$ cat src/rtl/ptm_pkg.sv
package ptm_pkg;

  localparam int NUM_RULES     = 9;
  localparam int NUM_LEVELS    = 3;
  localparam int ADDR_EXTRA    = 24;
  localparam int ADDR_HOLD_CYC = 48;
  localparam int DATA_SU_CYC   = 38;
  localparam int DATA_HOLD_CYC = 36;
  localparam int US_SETTLE     = 10;
  localparam int US_WIDTH_MIN  = 90;
  localparam int US_WIDTH_MAX  = 110;

  // strobes from control to datapath
  typedef struct packed {
    logic startLow;   // fall edge: low counter restarts at 1
    logic contLow;    // strobe still low: low counter advances
    logic startPost;  // rise edge: post-rise counter restarts at 1
  } ctlStrobes_t;

  function automatic int usToCycles(input int us, input int khz);
    return (us * khz + 999) / 1000;
  endfunction

  function automatic int max2(input int a, input int b);
    return (a > b) ? a : b;
  endfunction

endpackage

$ cat src/rtl/ptm_datapath.sv
module ptm_datapath
  import ptm_pkg::*;
#(
  parameter int RUN_SAT  = 38,
  parameter int LOW_SAT  = 661,
  parameter int POST_SAT = 60,
  localparam int RW = $clog2(RUN_SAT + 1),
  localparam int LW = $clog2(LOW_SAT + 1),
  localparam int PW = $clog2(POST_SAT + 1)
) (
  input  logic                          clk,
  input  logic                          rstN,
  input  logic [NUM_LEVELS-1:0]         levels,
  input  ctlStrobes_t                   strb,
  output logic [NUM_LEVELS-1:0][RW-1:0] runCnt,
  output logic [LW-1:0]                 lowCnt,
  output logic [PW-1:0]                 postCnt
);

  // consecutive-high counters, one per level input
  for (genvar i = 0; i < NUM_LEVELS; i++) begin : g_run
    always_ff @(posedge clk) begin
      if (!rstN || !levels[i]) begin
        runCnt[i] <= '0;
      end else if (runCnt[i] != RW'(RUN_SAT)) begin
        runCnt[i] <= runCnt[i] + 1'b1;
      end
    end
  end

  // strobe-low sample counter
  always_ff @(posedge clk) begin
    if (!rstN) begin
      lowCnt <= '0;
    end else if (strb.startLow) begin
      lowCnt <= LW'(1);
    end else if (strb.contLow && lowCnt != LW'(LOW_SAT)) begin
      lowCnt <= lowCnt + 1'b1;
    end
  end

  // edges since the latest rise, free running until saturated
  always_ff @(posedge clk) begin
    if (!rstN) begin
      postCnt <= '0;
    end else if (strb.startPost) begin
      postCnt <= PW'(1);
    end else if (postCnt != PW'(POST_SAT)) begin
      postCnt <= postCnt + 1'b1;
    end
  end

endmodule

$ cat src/rtl/ptm_control.sv
module ptm_control
  import ptm_pkg::*;
#(
  parameter int ADDR_SU  = 84,
  parameter int DATA_SU  = 38,
  parameter int VPP_SU   = 60,
  parameter int ADDR_HD  = 48,
  parameter int DATA_HD  = 36,
  parameter int VPP_HD   = 60,
  parameter int W_MIN    = 540,
  parameter int W_MAX    = 660,
  parameter int GAP      = 60,
  parameter int HOLD_END = 60,
  parameter int RUN_SAT  = 84,
  parameter int LOW_SAT  = 661,
  parameter int POST_SAT = 60,
  localparam int RW = $clog2(RUN_SAT + 1),
  localparam int LW = $clog2(LOW_SAT + 1),
  localparam int PW = $clog2(POST_SAT + 1)
) (
  input  logic                          clk,
  input  logic                          rstN,
  input  logic                          progN,
  input  logic [NUM_LEVELS-1:0]         levels,
  input  logic [NUM_LEVELS-1:0][RW-1:0] runCnt,
  input  logic [LW-1:0]                 lowCnt,
  input  logic [PW-1:0]                 postCnt,
  output ctlStrobes_t                   strb,
  output logic [NUM_RULES-1:0]          violFlags,
  output logic                          validCycle
);

  localparam int SU_LIM [NUM_LEVELS] = '{ADDR_SU, DATA_SU, VPP_SU};
  localparam int HD_LIM [NUM_LEVELS] = '{ADDR_HD, DATA_HD, VPP_HD};

  logic                  progQ;
  logic                  armed;
  logic                  cycBad;
  logic                  fall, rise, contLow, verdict;
  logic [NUM_LEVELS-1:0] suViol, hdViol;
  logic                  shortViol, longViol, gapViol;
  logic [NUM_RULES-1:0]  viol;

  assign fall    = progQ & ~progN;
  assign rise    = ~progQ & progN;
  assign contLow = ~progQ & ~progN;

  assign strb.startLow  = fall;
  assign strb.contLow   = contLow;
  assign strb.startPost = rise;

  for (genvar i = 0; i < NUM_LEVELS; i++) begin : g_lvl
    assign suViol[i] = fall & (runCnt[i] < RW'(SU_LIM[i]));
    assign hdViol[i] = ~levels[i] &
                       (rise | (armed & (postCnt < PW'(HD_LIM[i]))));
  end

  assign shortViol = rise & (lowCnt < LW'(W_MIN));
  assign longViol  = contLow & (lowCnt >= LW'(W_MAX));
  assign gapViol   = fall & armed & (postCnt < PW'(GAP));

  assign viol = {gapViol, longViol, shortViol,
                 hdViol[2], suViol[2], hdViol[1], suViol[1],
                 hdViol[0], suViol[0]};

  assign verdict = armed & ~rise & (postCnt == PW'(HOLD_END - 1));

  always_ff @(posedge clk) begin
    if (!rstN) begin
      progQ      <= 1'b1;
      armed      <= 1'b0;
      cycBad     <= 1'b0;
      violFlags  <= '0;
      validCycle <= 1'b0;
    end else begin
      progQ      <= progN;
      armed      <= armed | rise;
      violFlags  <= violFlags | viol;
      validCycle <= verdict & ~cycBad & ~(|viol);
      cycBad     <= verdict ? 1'b0 : (cycBad | (|viol));
    end
  end

endmodule

$ cat src/rtl/prog_timing_monitor.sv
module prog_timing_monitor
  import ptm_pkg::*;
#(
  parameter int CLK_KHZ = 6000
) (
  input  logic                 clk,
  input  logic                 rstN,
  input  logic                 addrValid,
  input  logic                 dataValid,
  input  logic                 vppOn,
  input  logic                 progN,
  output logic [NUM_RULES-1:0] violFlags,
  output logic                 validCycle
);

  localparam int U10      = usToCycles(US_SETTLE, CLK_KHZ);
  localparam int ADDR_SU  = U10 + ADDR_EXTRA;
  localparam int W_MIN    = usToCycles(US_WIDTH_MIN, CLK_KHZ);
  localparam int W_MAX    = usToCycles(US_WIDTH_MAX, CLK_KHZ);
  localparam int HOLD_END = max2(max2(ADDR_HOLD_CYC, DATA_HOLD_CYC), U10);
  localparam int RUN_SAT  = max2(max2(ADDR_SU, DATA_SU_CYC), U10);
  localparam int LOW_SAT  = W_MAX + 1;
  localparam int POST_SAT = max2(HOLD_END, U10);
  localparam int RW       = $clog2(RUN_SAT + 1);
  localparam int LW       = $clog2(LOW_SAT + 1);
  localparam int PW       = $clog2(POST_SAT + 1);

  logic [NUM_LEVELS-1:0]         levels;
  logic [NUM_LEVELS-1:0][RW-1:0] runCnt;
  logic [LW-1:0]                 lowCnt;
  logic [PW-1:0]                 postCnt;
  ctlStrobes_t                   strb;

  assign levels = {vppOn, dataValid, addrValid};

  ptm_datapath #(
    .RUN_SAT (RUN_SAT),
    .LOW_SAT (LOW_SAT),
    .POST_SAT(POST_SAT)
  ) u_dp (
    .clk    (clk),
    .rstN   (rstN),
    .levels (levels),
    .strb   (strb),
    .runCnt (runCnt),
    .lowCnt (lowCnt),
    .postCnt(postCnt)
  );

  ptm_control #(
    .ADDR_SU (ADDR_SU),
    .DATA_SU (DATA_SU_CYC),
    .VPP_SU  (U10),
    .ADDR_HD (ADDR_HOLD_CYC),
    .DATA_HD (DATA_HOLD_CYC),
    .VPP_HD  (U10),
    .W_MIN   (W_MIN),
    .W_MAX   (W_MAX),
    .GAP     (U10),
    .HOLD_END(HOLD_END),
    .RUN_SAT (RUN_SAT),
    .LOW_SAT (LOW_SAT),
    .POST_SAT(POST_SAT)
  ) u_ctl (
    .clk       (clk),
    .rstN      (rstN),
    .progN     (progN),
    .levels    (levels),
    .runCnt    (runCnt),
    .lowCnt    (lowCnt),
    .postCnt   (postCnt),
    .strb      (strb),
    .violFlags (violFlags),
    .validCycle(validCycle)
  );

endmodule

$ cat config.mk
export PLATFORM = sky130hd
export DESIGN_NAME = prog_timing_monitor
export DESIGN_NICKNAME = d
export VERILOG_FILES = /design/src/rtl/ptm_pkg.sv /design/src/rtl/ptm_datapath.sv /design/src/rtl/ptm_control.sv /design/src/rtl/prog_timing_monitor.sv
export SDC_FILE = /design/constraint.sdc
export NUM_CORES = 1
export LEC_CHECK = 0
export ABC_AREA = 1
export BUFFER_PORTS_ARGS = -buffer_cell sky130_fd_sc_hd__buf_2
export CAP_MARGIN = 0
export CORE_MARGIN = 8
export CORE_UTILIZATION = 50
export CTS_CLUSTER_SIZE = 8
export DETAILED_ROUTE_END_ITERATION = 7
export PLACE_DENSITY = 0.77
export SLEW_MARGIN = 10
export SYNTH_ARGS = -nofsm -noshare
export SYNTH_HDL_FRONTEND = slang
export SYNTH_SLANG_ARGS = --single-unit
$ cat constraint.sdc
create_clock -name clk -period 1.4 [get_ports clk]
set_input_delay 0.14 -clock clk [delete_from_list [all_inputs] [get_ports clk]]
set_output_delay 0.14 -clock clk [all_outputs]
set_load 0.1 [all_outputs]
**Word-level counts from Yosys, hierarchy flattened**

Cells that the tools add are included.
W data, S select, Z words.

- Bits of input ports: 6
- Memory bits (writable): 0
- Output and inout bits: 10
- Logic and storage cells: 84
- Memory bits (read-only): 0
- Register bits: 50
- Memories kept: 0
- Latch bits: 0

- Multipliers: 0
- Shifts and indexed selects: 0
- Equality and inequality tests: 6
- $add $sub $neg: 5
- Mux-type cells: 4
- Reductions and logical operators: 14
- Bitwise gates (word level): 35
- Magnitude comparators: 8
- Div/mod/pow operators: 0

Operators by type and width:

| kind | number |
|---|---|
| $add A7 B1 Y7 const B | 3 |
| $ne A7 B7 Y1 const B | 3 |
| $and A1 B1 Y1 | 20 |
| $lt A6 B6 Y1 const B | 3 |
| $lt A7 B6 Y1 const B | 2 |
| $add A10 B1 Y10 const B | 1 |
| $ge A10 B10 Y1 const B | 1 |
| $lt A10 B10 Y1 const B | 1 |
| $ne A10 B10 Y1 const B | 1 |
| $not A1 Y1 | 9 |
| $or A9 B9 Y9 | 1 |
| $reduce_or A9 Y1 | 1 |
| $lt A7 B7 Y1 const B | 1 |
| $add A6 B1 Y6 const B | 1 |
| $eq A6 B6 Y1 const B | 1 |
| $ne A6 B6 Y1 const B | 1 |
| $reduce_or A2 Y1 | 3 |
| $or A1 B1 Y1 | 5 |
| $logic_not A1 Y1 | 4 |
| $mux W1 | 4 |
| $reduce_bool A2 Y1 | 2 |
| $logic_or A1 B1 Y1 | 3 |
| $logic_and A1 B1 Y1 | 1 |

**Longest topological paths before layout**

Gate-level depths: netlist of the first run.

- Word-level depth: 7
- Depth in mapped cells: 10
- Gate-level depth less buffers: 9

**Hierarchy**

A second synthesis of the first run with hierarchy kept.

- Cells, all modules: 363
- Area total of the unflattened synthesis: 2585.0 um^2

Modules (own cells, without submodules):

| module | cells each | seq. area each (um^2) | times used | area an instance (um^2) |
|---|---|---|---|---|
| ptm_datapath | 253 | 740.7 | 1 | 1873.0 |
| ptm_control | 110 | 260.2 | 1 | 711.9 |

**Worst setup path after synthesis of the first run**

No wires, ideal clock.

- Kind: reg2reg
- Start: register u_dp.lowCnt[0]
- End: register u_dp.lowCnt[8]
- Setup slack: 55 ps
- Clock period less this slack: 1345 ps
- Arrival time: 1229 ps
- Library setup time: 116 ps
- Buffers on the path: 0
- Data required time: 1284 ps
- Cell stages (with the launch flop): 9
- Path through: dfxtp_1 > ha_1 > nand3_2 > nor2_2 > nand2_1 > nor2_1 > nand3_1 > o21ai_0 > nor2_1

- Longest elaborated chain between the ends: 2
- Elaborated cells between the ends (all ways): 3
- Classes of those cells: add/sub (1); eq/ne (1); reduce/logical (1)

RTL lines:

| item | RTL line | text |
|---|---|---|
| from (decl) | ptm_datapath.sv:16 | `output logic [LW-1:0] lowCnt,` |
| from (signal assigned) | ptm_datapath.sv:38 | `lowCnt <= lowCnt + 1'b1;` |
| parallel branches: the longest is 2 deep, another holds $add A10 B1 Y10 | -- |  |

Parallel ways; which one is timed is not known.
A chain may end at the register's enable or synchronous reset.

**Final worst setup path of the first run**

Ends and elaborated chain as after synthesis.

==> results list, run 1 <==
- Most used flip-flop cell after synthesis: sky130_fd_sc_hd__dfxtp_1
- Clock-pin transition on the worst setup and hold timing paths: 90 ps
- Most frequent cell after synthesis: sky130_fd_sc_hd__nand2_1
* Detailed-router iteration count before antenna repair: 4
- For this design the static power due to leakage is 1.27 nW.
* Latest clock arrival within the worst-skew pair: 310 ps
- Grouping stages by cell kind, the critical path spends the most delay in simple AND/OR/NAND/NOR gates.
* Largest cells by area after synthesis: sky130_fd_sc_hd__dfxtp_1 (40%), sky130_fd_sc_hd__nand2_1 (12%), sky130_fd_sc_hd__inv_1 (8.6%), sky130_fd_sc_hd__a21oi_1 (7.3%), sky130_fd_sc_hd__ha_1 (5.5%)
- Required time at the worst-slack endpoint: 1610 ps
- The congestion estimate from routability-driven global placement came to 0.864.
* Most frequent cells after synthesis: sky130_fd_sc_hd__nand2_1 (82), sky130_fd_sc_hd__inv_1 (57), sky130_fd_sc_hd__dfxtp_1 (50), sky130_fd_sc_hd__a21oi_1 (36), sky130_fd_sc_hd__nor2_1 (36)
- The first global-routing pass estimated 8830 um of wire.
* Summed instance area of the synthesized netlist: 2480 um^2
- Of all flip-flops after synthesis, the portion carrying an async set or reset was 0%.
- In the global route stage, overall resource usage came out at 14.4%.
* Post-synthesis mux area share: 0%
* Largest net degree at the start of global routing: 16
- The area growth from synthesis to layout is 19.5%.
- Dividing total power by cell area gives a power density of 956 nW/um^2.
- In the finished design, the share of the clock period the worst path needs comes to 95.7%.
- The repair_antennas step left the layout with diodes totalling 0.
- During placement, the flow inserted port buffers numbering 15.
* Critical path class: reg -> reg
- Measured against its own limit, the worst slew margin works out to 67.2%.
- Number of nets with antenna violations after detailed routing: 0
- Number of buffers inserted during clock tree synthesis: 5
- Avg WL per Cell: 11.6 um
- The number of pins with negative max-slew slack in the final report is 0.
- The biggest area contributor in the post-synthesis netlist is sky130_fd_sc_hd__dfxtp_1.
- The routed layout has 2247 vias.
- Worst VDD drop: 0.452 mV
- The clock tree synthesis step divided the H-tree into 2 levels.
* Number of distinct library cells after synthesis: 27
- Largest stage delay, worst path: 390 ps
- Measured along the x axis, the die boundary spans 86.5 um.
* Total half-perimeter wirelength after legalization and detailed placement: 3830 um
* Total number of nets in the final design: 408
* Cell type of the slowest stage on the worst timing path: sky130_fd_sc_hd__dfxtp_4
- At the end of the flow the core is filled with cells to 62.4%.
- Setup repair after global routing could not meet its margin everywhere.
- Worst hold-check path type: in -> reg
- Using the TritonRoute via totals, the vias-per-cell ratio works out to 4.90.
* Actual transition at the worst max-transition pin: 495 ps
* I/O Pins: 16
- Max Clock Skew: 4.75 ps
* Count of state elements after synthesis: 50
- Peak clock frequency supported by timing: 746 MHz
- Fraction of the yosys area taken by sequential cells: 40.3%
* Starting density of the core: 52.3%
* Buffering stage count on the worst path with inverters included: 0
- Summed area of non-filler cells in the final layout: 2970 um^2
- Share of the synthesized netlist area taken by xor and xnor gates: 5.29%
- Counting stages on the worst path, the most repeated cell is sky130_fd_sc_hd__nor2_1.
- STA classifies the critical path startpoint as a flop.
- The clock drives 50 sinks.
* Overall die area: 7480 um^2
- Mapped Nets: 368
- Initial antenna violation count: 0
- Area used by sequential logic in the layout: 1010 um^2
- A synthesized cell averages 7.08 um^2.
- The floorplan step defined a core boundary enclosing 4750 um^2.
- Simple-gate share of the synthesized area: 28.0%
* Overall routed net length: 5340 um
- Combined area of the multi-input logic cells: 1300 um^2
* Share of synthesized cell area in full adder, half adder and majority cells: 5.54%
* Area share of the largest cell type after synthesis: 40.3%
- Number of flops mapped to enable cells by yosys: 0
- Once placement completed, the tool counted placed cells totaling 448.
- Total placed instance area: 2760 um^2
- Remaining design rule violation count: 0
- Share of layout cells above drive strength 1: 19.9%
- Crit end category: flop
- DRC marker count from the first detailed-route iteration: 163
- TritonCTS built the clock tree.
* CP arrival: 1550 ps
* Root buf cell: sky130_fd_sc_hd__clkbuf_8
- Number of endpoints with negative hold slack in the final report: 0
- Maximum fanout along the worst path: 5
* Post-synthesis compound-gate area fraction: 11.2%
* Cell count after synthesis: 351
- Setup violations remaining at the end of the flow were counted as 0.
- The floorplan has 25 rows.
- Number of maximum-capacitance violations: 0
- Filler cell count in the final layout: 423
* Count of warnings emitted by yosys: 0
* Result of the run: finished, final reports clean
* Main combinational cell family by area after synthesis: simple AND/OR/NAND/NOR gates
- Traced cell by cell, the critical path runs through ha_2 > nand3_2 > nor2_4 > nand2_1 > nor2_1 > nand3_1 > o21ai_1 > nor2_1.
* Maximum count of clock buffers along a single path: 2
- Chip height: 86.5 um
- Global-route congestion overflow total: 0
- The finished layout holds 459 standard cells, fillers aside.
- The smallest clock period supported by the final layout is computed as 1340 ps.
* Via count of the first global-routing pass: 2141
-- state kept, by name, indices dropped and copies added, names as in the netlist --
name              count
u_dp.runCnt          21
u_dp.lowCnt          10
u_ctl.violFlags       9
u_dp.postCnt          6
u_ctl.armed           1
u_ctl.cycBad          1
u_ctl.progQ           1
u_ctl.validCycle      1
-- power breakdown --
group          internal, mW  switching, mW  total (mW)
clock                 0.526          0.485        1.01
combinational        0.0948          0.241       0.335
sequential             1.46         0.0306        1.49
total                  2.08          0.757        2.84
-- layer usage --
| layer | GRT usage [%] | vias up | share of wire, % |
|---|---|---|---|
| li1 | - | 1189 | - |
| met1 | 15.4 | 1018 | 45 |
| met2 | 25.7 | 30 | 49 |
| met3 | 3.88 | 10 | 3.6 |
| met4 | 6.57 | 0 | 1.9 |
| met5 | 0 | - | 0 |
-- what timing repair did --
action,in CTS,in global routing
gates cloned,0,0
setup buffers,1,2
pin swaps,0,6
hold buffers,0,0
resized for setup,1,30
endpoints found under the setup margin,7,13
-- worst register-to-register path, stage by stage, from the launching register on --
cell	delay, ps
sky130_fd_sc_hd__dfxtp_4	390
sky130_fd_sc_hd__ha_2	200
sky130_fd_sc_hd__nand3_2	120
sky130_fd_sc_hd__nor2_4	110
sky130_fd_sc_hd__nand2_1	70
sky130_fd_sc_hd__nor2_1	90
sky130_fd_sc_hd__nand3_1	90
sky130_fd_sc_hd__o21ai_1	130
sky130_fd_sc_hd__nor2_1	40
-- through the flow --
stage                     hold WS, ps  worst slack [ps]  setup TNS [ps]  power (mW)
final                            82.6              59.9               0        2.84
after detailed placement          370             -2.31           -2.31        1.84
after global placement            359              47.7               0        1.83
after CTS                        49.8              2.49               0        2.84
after floorplan                   209              55.5               0        1.75
after global routing             75.9             -31.3           -61.5        2.95
-- logic make-up after synthesis --
| group | count (synthesis) |
|---|---|
| buffers and inverters | 61 |
| AOI/OAI and AO/OA | 54 |
| adders and majority gates | 11 |
| DFF | 50 |
| xor gates and xnor gates | 15 |
| and+or+nand+nor | 160 |
-- worst paths after layout --
check / cells after the start / endpoint / startpoint / slack, ps
worst max register to register: 8 / u_dp.lowCnt[8]$_SDFFE_PP0P_ / u_dp.lowCnt[0]$_SDFFE_PN0P_ / 60
worst min-delay path: 2 / u_ctl.progQ$_SDFF_PN1_ / rstN / 80
worst max-delay path: 8 / u_dp.lowCnt[8]$_SDFFE_PP0P_ / u_dp.lowCnt[0]$_SDFFE_PN0P_ / 60
worst min register to register: 2 / u_ctl.violFlags[0]$_SDFF_PN0_ / u_ctl.violFlags[0]$_SDFF_PN0_ / 450
-- final cells by class --
cell class              instances  share of cell area (%)
clock buffers                   5                    2.32
clock inverters                 3                    1.35
inverters                      58                    7.42
multi-input cells             240                    43.8
flip-flops and latches         50                    34.2
well taps                      67                    2.82
repair buffers                 36                    8.09
-- placed cells by master, fill, tap and decap left out, types with 6 or more instances in the layout --
cell type	instances
sky130_fd_sc_hd__o21ai_0	10
sky130_fd_sc_hd__xor2_1	9
sky130_fd_sc_hd__dfxtp_1	43
sky130_fd_sc_hd__nand2_1	78
sky130_fd_sc_hd__inv_1	55
sky130_fd_sc_hd__buf_2	15
sky130_fd_sc_hd__nor2_1	34
sky130_fd_sc_hd__xnor2_1	6
sky130_fd_sc_hd__nand3_1	15
sky130_fd_sc_hd__buf_4	19
sky130_fd_sc_hd__ha_1	9
sky130_fd_sc_hd__nand4_1	6
sky130_fd_sc_hd__a21oi_1	35
No activity file was read; power rests on OpenSTA's default activity.
==> inputs of run 2 (changes only) <==
Settings changed: PLACE_DENSITY 0.77 to 0.7, SKIP_CTS_REPAIR_TIMING from default to 1.
==> run 2 against run 1 <==
Flip-flop and latch count did not move; power fell by 8.2%; final cell count fell by 0.87%; maximum frequency rose by 1.5%; non-clock buffer count fell by 3; clock skew fell by 1.9 ps; cell area fell by 2.8%; critical path type unchanged.
==> results list, run 2 (synthesized netlist as in run 1, its figures left out) <==
- Hold_sp: rstN
* Root buf cell: sky130_fd_sc_hd__clkbuf_8
- Number of buffers inserted during clock tree synthesis: 5 (unchanged)
- The worst register-to-register path begins at u_dp.lowCnt[1]$_SDFFE_PP0P_.
- The worst reg-to-reg setup slack came to 80 ps (+20 ps).
- The part of the power in the clock network is 30.5% (-5.2 points).
- Via count: 2186 (-2.7%)
- The leakage power of the design came to 1.23 nW (-3.2%).
- Total routing usage reported by global routing: 14.4% (+0.034 points)
- Peak clock frequency supported by timing: 757 MHz (+1.5%)
* Top flop regs: u_dp.runCnt (21), u_dp.lowCnt (10), u_ctl.violFlags (9)
* Most frequent standard cell in the layout excluding fill and tap cells: sky130_fd_sc_hd__nand2_1
- Remaining design rule violation count: 0 (unchanged)
- Number of endpoints with negative hold slack in the final report: 0 (unchanged)
- Worst Hold Endpoint: u_ctl.progQ$_SDFF_PN1_
- Total half-perimeter wirelength after legalization and detailed placement: 3850 um (+0.56%)
* Area used by sequential logic in the layout: 1010 um^2 (-0.25%)
- Tot Pwr: 2.61 mW (-8.2%)
- Counting flops per register, the top entry is u_dp.runCnt.
* Number of nets with antenna violations after detailed routing: 0 (unchanged)
- The proportion of total power due to net switching came to 27.3% (+0.61 points).
- The total congestion overflow after global routing is 0 (unchanged).
* NetSw: 711 uW (-6.1%)
- Combined area of the multi-input logic cells: 1280 um^2 (-1.8%)
- Worst VDD drop: 0.619 mV (+37%)
- The H-tree depth reported by CTS was 2 (unchanged).
- The die boundary width came to 86.5 um (unchanged).
- Via count of the first global-routing pass: 2064 (-3.6%)
- The number of nets in the layout came to 405 (-0.74%).
- The tightest min-delay check is of the in -> reg type.
* Period minus WS final: 1320 ps (-19.9 ps)
- DRC marker count from the first detailed-route iteration: 80 (-51%)
* Max Clock Skew: 2.87 ps (-1.88 ps)
- The height of the die came to 86.5 um (unchanged).
- Crit end category: flop
- Vias per inst: 4.80 (-1.9%)
* Number of stages on the worst hold path: 2 (unchanged)
* Required time at the worst-slack endpoint: 1640 ps (+30 ps)
* Result of the run: finished, final reports clean
- The number of iterations in the first detailed-routing pass is 4 (unchanged).
* Total of buffers placed on input and output ports: 15 (unchanged)
- The ratio of total power to cell area was 903 nW/um^2 (-5.5%).
- The number of top-level pins was 16 (unchanged).
- The number of filler cells placed in the layout came to 479 (+13%).
* Avg WL per Cell: 11.0 um (-5.1%)
- Number of flip-flops in the largest register: 21 (unchanged)
- Critical register-to-register path endpoint: u_dp.lowCnt[0]$_SDFFE_PN0P_
* Actual transition at the worst max-transition pin: 494 ps (-0.832 ps)
* Final Max Slew Viols: 0 (unchanged)
- The largest net degree at the start of global routing is 14 (-2).
* Setup repair after global routing missed its margin: true
- The cell internal power dissipation was 1.90 mW (-8.9%).
- Highest-count cells in the layout ignoring fill and taps: sky130_fd_sc_hd__nand2_1 (81), sky130_fd_sc_hd__inv_1 (54), sky130_fd_sc_hd__dfxtp_1 (43), sky130_fd_sc_hd__a21oi_1 (35), sky130_fd_sc_hd__nor2_1 (32)
* Overall die area: 7480 um^2 (unchanged)
* Kind of launch point of the worst setup path: flop
* Maximum count of clock buffers along a single path: 2 (unchanged)
* Starting density of the core: 52.3% (unchanged)
* Final weighted congestion of routability-driven global placement: 0.821 (-4.9%)
- Number of maximum-capacitance violations: 0 (unchanged)
- Final setup violation count: 0 (unchanged)
* CTS tree: yes
* Final period utilization: 94.3% (-1.4 points)
* Combinational share of power: 12.3% (+0.5 points)
- CP arrival: 1560 ps (about the same)
* Initial antenna violation count: 0 (unchanged)
- Area growth from synthesis to layout: 16.1%
- First-pass GRT wire length: 8800 um (-0.32%)
* Clock-pin transition on the worst setup and hold timing paths: 80 ps (about the same)
* # clock sinks: 50 (unchanged)
- The clock insertion delay at the later pin of the skew report came to 300 ps (about the same).
- The number of cell rows is 25 (unchanged).
- Reg2reg path depth: 9 (+1)
- Worst max-slew margin expressed relative to the limit: 67.3% (about the same)
- Critical path class: reg -> reg
- Sequential cell fraction of total power: 57.2% (+4.7 points)
- Share of layout cells above drive strength 1: 17.8% (-2.1 points)
- Smallest hold slack: 88.2 ps (+5.57 ps)
* Number of diodes: 0 (unchanged)
* Floorplan core area: 4750 um^2 (unchanged)
* Maximum fanout along the worst path: 7 (+2)
* Overall routed net length: 5020 um (-5.9%)
run 2: layout make-up:
class | count | area share (%)
clock buffers | 7 | 2.65
inverters | 58 | 7.55
multi-input cells | 240 | 44.3
flip-flops and latches | 50 | 35.1
well taps | 67 | 2.91
repair buffers | 33 | 7.55
run 2: metal layers:
metal	GRT usage [%]	vias up	wire length, um
li1	-	1182	-
met1	16.5	977	2320
met2	25.3	21	2470
met3	3.50	6	140
met4	5.32	0	89
met5	0	-	0
run 2: power by group through the flow:
stage               Sequential (mW)  Clock [mW]  Combinational, mW
global route                   1.50       0.884              0.357
finish                         1.49       0.794              0.321
detailed placement             1.52           0              0.311
global placement               1.52           0              0.307
floorplan                      1.62           0              0.128
CTS                            1.49       0.826              0.312
run 2: stage by stage:
stage	TNS (ps)	setup slack [ps]	cell area [um^2]	cells	util, %
final	0	79.8	2890	455	60.7
after global routing	-150	-40.6	2890	455	60.7
after floorplan	0	55.5	2480	351	-
after global placement	0	63.4	2730	444	57.3
after detailed placement	0	12.7	2730	444	57.3
after CTS	-15.1	-8.42	2800	451	58.9
run 2: how the worst max path moves through the flow:
stage | startpoint | to | slack (ps) | cells past startpoint
global placement | u_dp.lowCnt[0]$_SDFFE_PN0P_ | u_dp.lowCnt[8]$_SDFFE_PP0P_ | 60 | 8
floorplan | u_dp.lowCnt[0]$_SDFFE_PN0P_ | u_dp.lowCnt[8]$_SDFFE_PP0P_ | 60 | 8
global route | u_dp.lowCnt[1]$_SDFFE_PP0P_ | u_dp.lowCnt[6]$_SDFFE_PP0P_ | -40 | 9
finish | u_dp.lowCnt[1]$_SDFFE_PP0P_ | u_dp.lowCnt[0]$_SDFFE_PN0P_ | 80 | 9
detailed placement | u_dp.lowCnt[0]$_SDFFE_PN0P_ | u_dp.lowCnt[8]$_SDFFE_PP0P_ | 10 | 8
CTS | u_dp.lowCnt[0]$_SDFFE_PN0P_ | u_dp.lowCnt[2]$_SDFFE_PP0P_ | -8 | 8
run 2: worst max-delay path, stage by stage (launching register included):
cell,delay (ps)
sky130_fd_sc_hd__dfxtp_2,350
sky130_fd_sc_hd__inv_2,50
sky130_fd_sc_hd__ha_1,130
sky130_fd_sc_hd__nand2_1,60
sky130_fd_sc_hd__nor2_2,130
sky130_fd_sc_hd__nand3_2,110
sky130_fd_sc_hd__nand2_4,140
sky130_fd_sc_hd__buf_4,120
sky130_fd_sc_hd__nand3_2,50
sky130_fd_sc_hd__a21oi_2,120
==> inputs of run 3 (changes only) <==
Settings changed: CORE_UTILIZATION 50 to 54, PLACE_DENSITY 0.7 to 0.75.
==> run 3 against run 2 <==
Sequential share of layout area increased by 0.31 points; register-to-register slack worse by 60 ps; power up 0.95%; worst setup slack lost 65 ps; cell area shrank 1.1%; non-clock buffer count shrank 1; sequential power is essentially flat; core utilization rose by 4.4 points; maximum frequency down 4.7%; first-iteration DRC count increased by 41%; die area is 6.1% lower; critical path type unchanged; critical endpoint is now u_dp.lowCnt[1]$_SDFFE_PP0P_; highest routed layer unchanged.
==> results list, run 3 (synthesized netlist as in run 1, its figures left out) <==
* Result of the run: finished, final reports clean
- The number of diodes was 0 (unchanged).
- Setup repair after global routing missed its margin: true
- In the layout the commonest cells are sky130_fd_sc_hd__nand2_1 (81), sky130_fd_sc_hd__inv_1 (55), sky130_fd_sc_hd__dfxtp_1 (45), sky130_fd_sc_hd__a21oi_1 (35), sky130_fd_sc_hd__nor2_1 (32).
* Initial antenna violation count: 0 (unchanged)
- Sequential cell fraction of total power: 56.6% (-0.6 points)
- The portion of the clock cycle consumed by the worst path in the final layout came to 98.9% (+4.6 points).
- Peak clock frequency supported by timing: 722 MHz (-4.7%)
* Via count of the first global-routing pass: 1941 (-6.0%)
* Biggest register: u_dp.runCnt
* Worst VDD drop: 0.607 mV (-1.9%)
* Overall die area: 7030 um^2 (-6.1%)
- The library cell used most frequently in the layout, excluding fill and tap cells, is sky130_fd_sc_hd__nand2_1.
- The cell internal power dissipation was 1.90 mW (+0.23%).
* H-tree depth reported by CTS: 2 (unchanged)
- The number of flip-flops under the largest register name was 21 (unchanged).
* Max Clock Skew: 9.29 ps (+6.42 ps)
- Uppermost layer routed: met4
- Combinational share of power: 12.1% (-0.2 points)
- Traced cell by cell, the critical path runs through inv_2 > ha_1 > nand2_1 > nor2_2 > nand3_2 > nand2_4 > buf_6 > o21ai_1 > a21oi_1.
* Total routing usage reported by global routing: 13.8% (-0.68 points)
- The area of placed instances was 2710 um^2 (-0.69%).
* Critical path class: reg -> reg
- Period minus WS final: 1380 ps (+64.7 ps)
* Total of buffers placed on input and output ports: 15 (unchanged)
* Crit end category: flop
* Routed wire length on met2: 2400 um (-3.0%)
- The leakage power of the design is 1.23 nW (about the same).
- The largest net degree at the start of global routing is 16 (+2).
- The via total after detailed routing came to 2230 (+2.0%).
* Maximum fanout along the worst path: 6 (-1)
* Latest clock arrival within the worst-skew pair: 300 ps (about the same)
- The detailed-placement wirelength estimate was 3720 um (-3.6%).
* # clock sinks: 50 (unchanged)
- The worst slew slack as a fraction of its limit was 67.7% (+0.47 points).
- The number of top-level pins was 16 (unchanged).
* Final setup violation count: 0 (unchanged)
- Detailed-router iteration count before antenna repair: 5 (+1)
- The final wirelength is 5040 um (+0.30%).
* Filler cell count in the final layout: 384 (-20%)
* Number of endpoints with negative hold slack in the final report: 0 (unchanged)
* Buffering stage count on the worst path with inverters included: 2 (unchanged)
- CP arrival: 1610 ps (+50 ps)
- Share of layout cells above drive strength 1: 17.0% (-0.77 points)
- DRC marker count from the first detailed-route iteration: 113 (+41%)
- Kind of launch point of the worst setup path: flop
* Horiz. Die Dim: 83.8 um (-3.1%)
* Worst hold-check path type: in -> reg
* Length of routed wiring on met1: 2380 um (+2.8%)
- The global-route wire length before repair came to 8300 um (-5.6%).
- Cell type of the slowest stage on the worst timing path: sky130_fd_sc_hd__dfxtp_2
- The via density per instance is 5.07 (+5.5%).
- Chip height: 83.8 um (-3.1%)
* Worst path setup slack after routing: 15.0 ps (-64.7 ps)
* Pre-CTS setup slack: -53.2 ps (-65.9 ps)
* Remaining design rule violation count: 0 (unchanged)
- Starting density of the core: 56.7% (+4.4 points)
- The detailed-routed wire length on met3 is 194 um (+39%).
- Dominant delay contributor by cell family on the critical path: simple AND/OR/NAND/NOR gates
- The number of pins with negative max-slew slack in the final report is 0 (unchanged).
- The weighted congestion at the end of routability-driven global placement is 0.921 (+12%).
* Floorplan core area: 4380 um^2 (-7.8%)
* Actual transition at the worst max-transition pin: 487 ps (-7.13 ps)
- Avg WL per Cell: 11.4 um (+3.7%)
- The number of cell rows is 24 (-4.0%).
- The required time of the critical path came to 1630 ps (about the same).
- Area growth from synthesis to layout: 14.8%
* Power Dens Cells: 922 nW/um^2 (+2.1%)
* Total number of nets in the final design: 404 (-0.25%)
* Number of maximum-capacitance violations: 0 (unchanged)
* CTS tree: yes
* Clock-pin transition on the worst setup and hold timing paths: 90 ps (about the same)
- The number of buffers created by CTS was 5 (unchanged).
- Number of nets with antenna violations after detailed routing: 0 (unchanged)
- Switching Share: 27.8% (+0.52 points)
- The maximum buffer depth of the clock tree came to 2 (unchanged).
- The part of the power in the clock network is 31.3% (+0.8 points).
* Top flop regs: u_dp.runCnt (21), u_dp.lowCnt (10), u_ctl.violFlags (9)
- Root buf cell: sky130_fd_sc_hd__clkbuf_8
- The post-layout instance area came to 2850 um^2 (-1.1%).
- NetSw: 731 uW (+2.9%)
* Largest stage delay, worst path: 340 ps (about the same)
- The total congestion overflow after global routing is 0 (unchanged).
[run 3: path summary, 6_finish.rpt]
check | endpoint | from | slack, ps | depth (start not counted)
setup / recovery | u_dp.lowCnt[1]$_SDFFE_PP0P_ | u_dp.lowCnt[1]$_SDFFE_PP0P_ | 20 | 9
hold / removal | u_ctl.progQ$_SDFF_PN1_ | rstN | 80 | 2
setup reg to reg | u_dp.lowCnt[1]$_SDFFE_PP0P_ | u_dp.lowCnt[1]$_SDFFE_PP0P_ | 20 | 9
hold reg to reg | u_ctl.violFlags[0]$_SDFF_PN0_ | u_ctl.violFlags[0]$_SDFF_PN0_ | 450 | 2
[run 3: final cells by class]
cell class              instances  area (um^2)  share of cell area (%)
multi-input cells             240         1270                    44.4
flip-flops and latches         50         1010                    35.4
inverters                      58          218                    7.63
repair buffers                 32          206                    7.24
clock buffers                   6         72.6                    2.54
well taps                      52         65.1                    2.28
clock inverters                 2         13.8                   0.482
[run 3: per-layer routing]
layer / vias up / GRT usage, %
li1: 1174 / -
met1: 1009 / 17.1
met2: 41 / 22.0
met3: 6 / 3.81
met4: 0 / 4.87
met5: - / 0
[run 3: power groups by stage]
stage / combinational (mW) / sequential [mW] / clock [mW]
2_1_floorplan: 0.128 / 1.62 / 0
3_3_place_gp: 0.304 / 1.52 / 0
3_5_place_dp: 0.308 / 1.52 / 0
4_1_cts: 0.310 / 1.49 / 0.853
5_1_grt: 0.346 / 1.49 / 0.900
6_report: 0.317 / 1.49 / 0.825
[run 3: through the flow]
stage	utilization (%)	cells	hold WS [ps]	power [mW]	TNS, ps
floorplan	-	351	209	1.75	0
global placement	61.8	429	373	1.82	0
detailed placement	61.8	429	376	1.83	-274
CTS	63.7	437	57.7	2.65	-393
global route	65.1	440	79.5	2.74	-490
finish	65.1	440	75.4	2.63	0
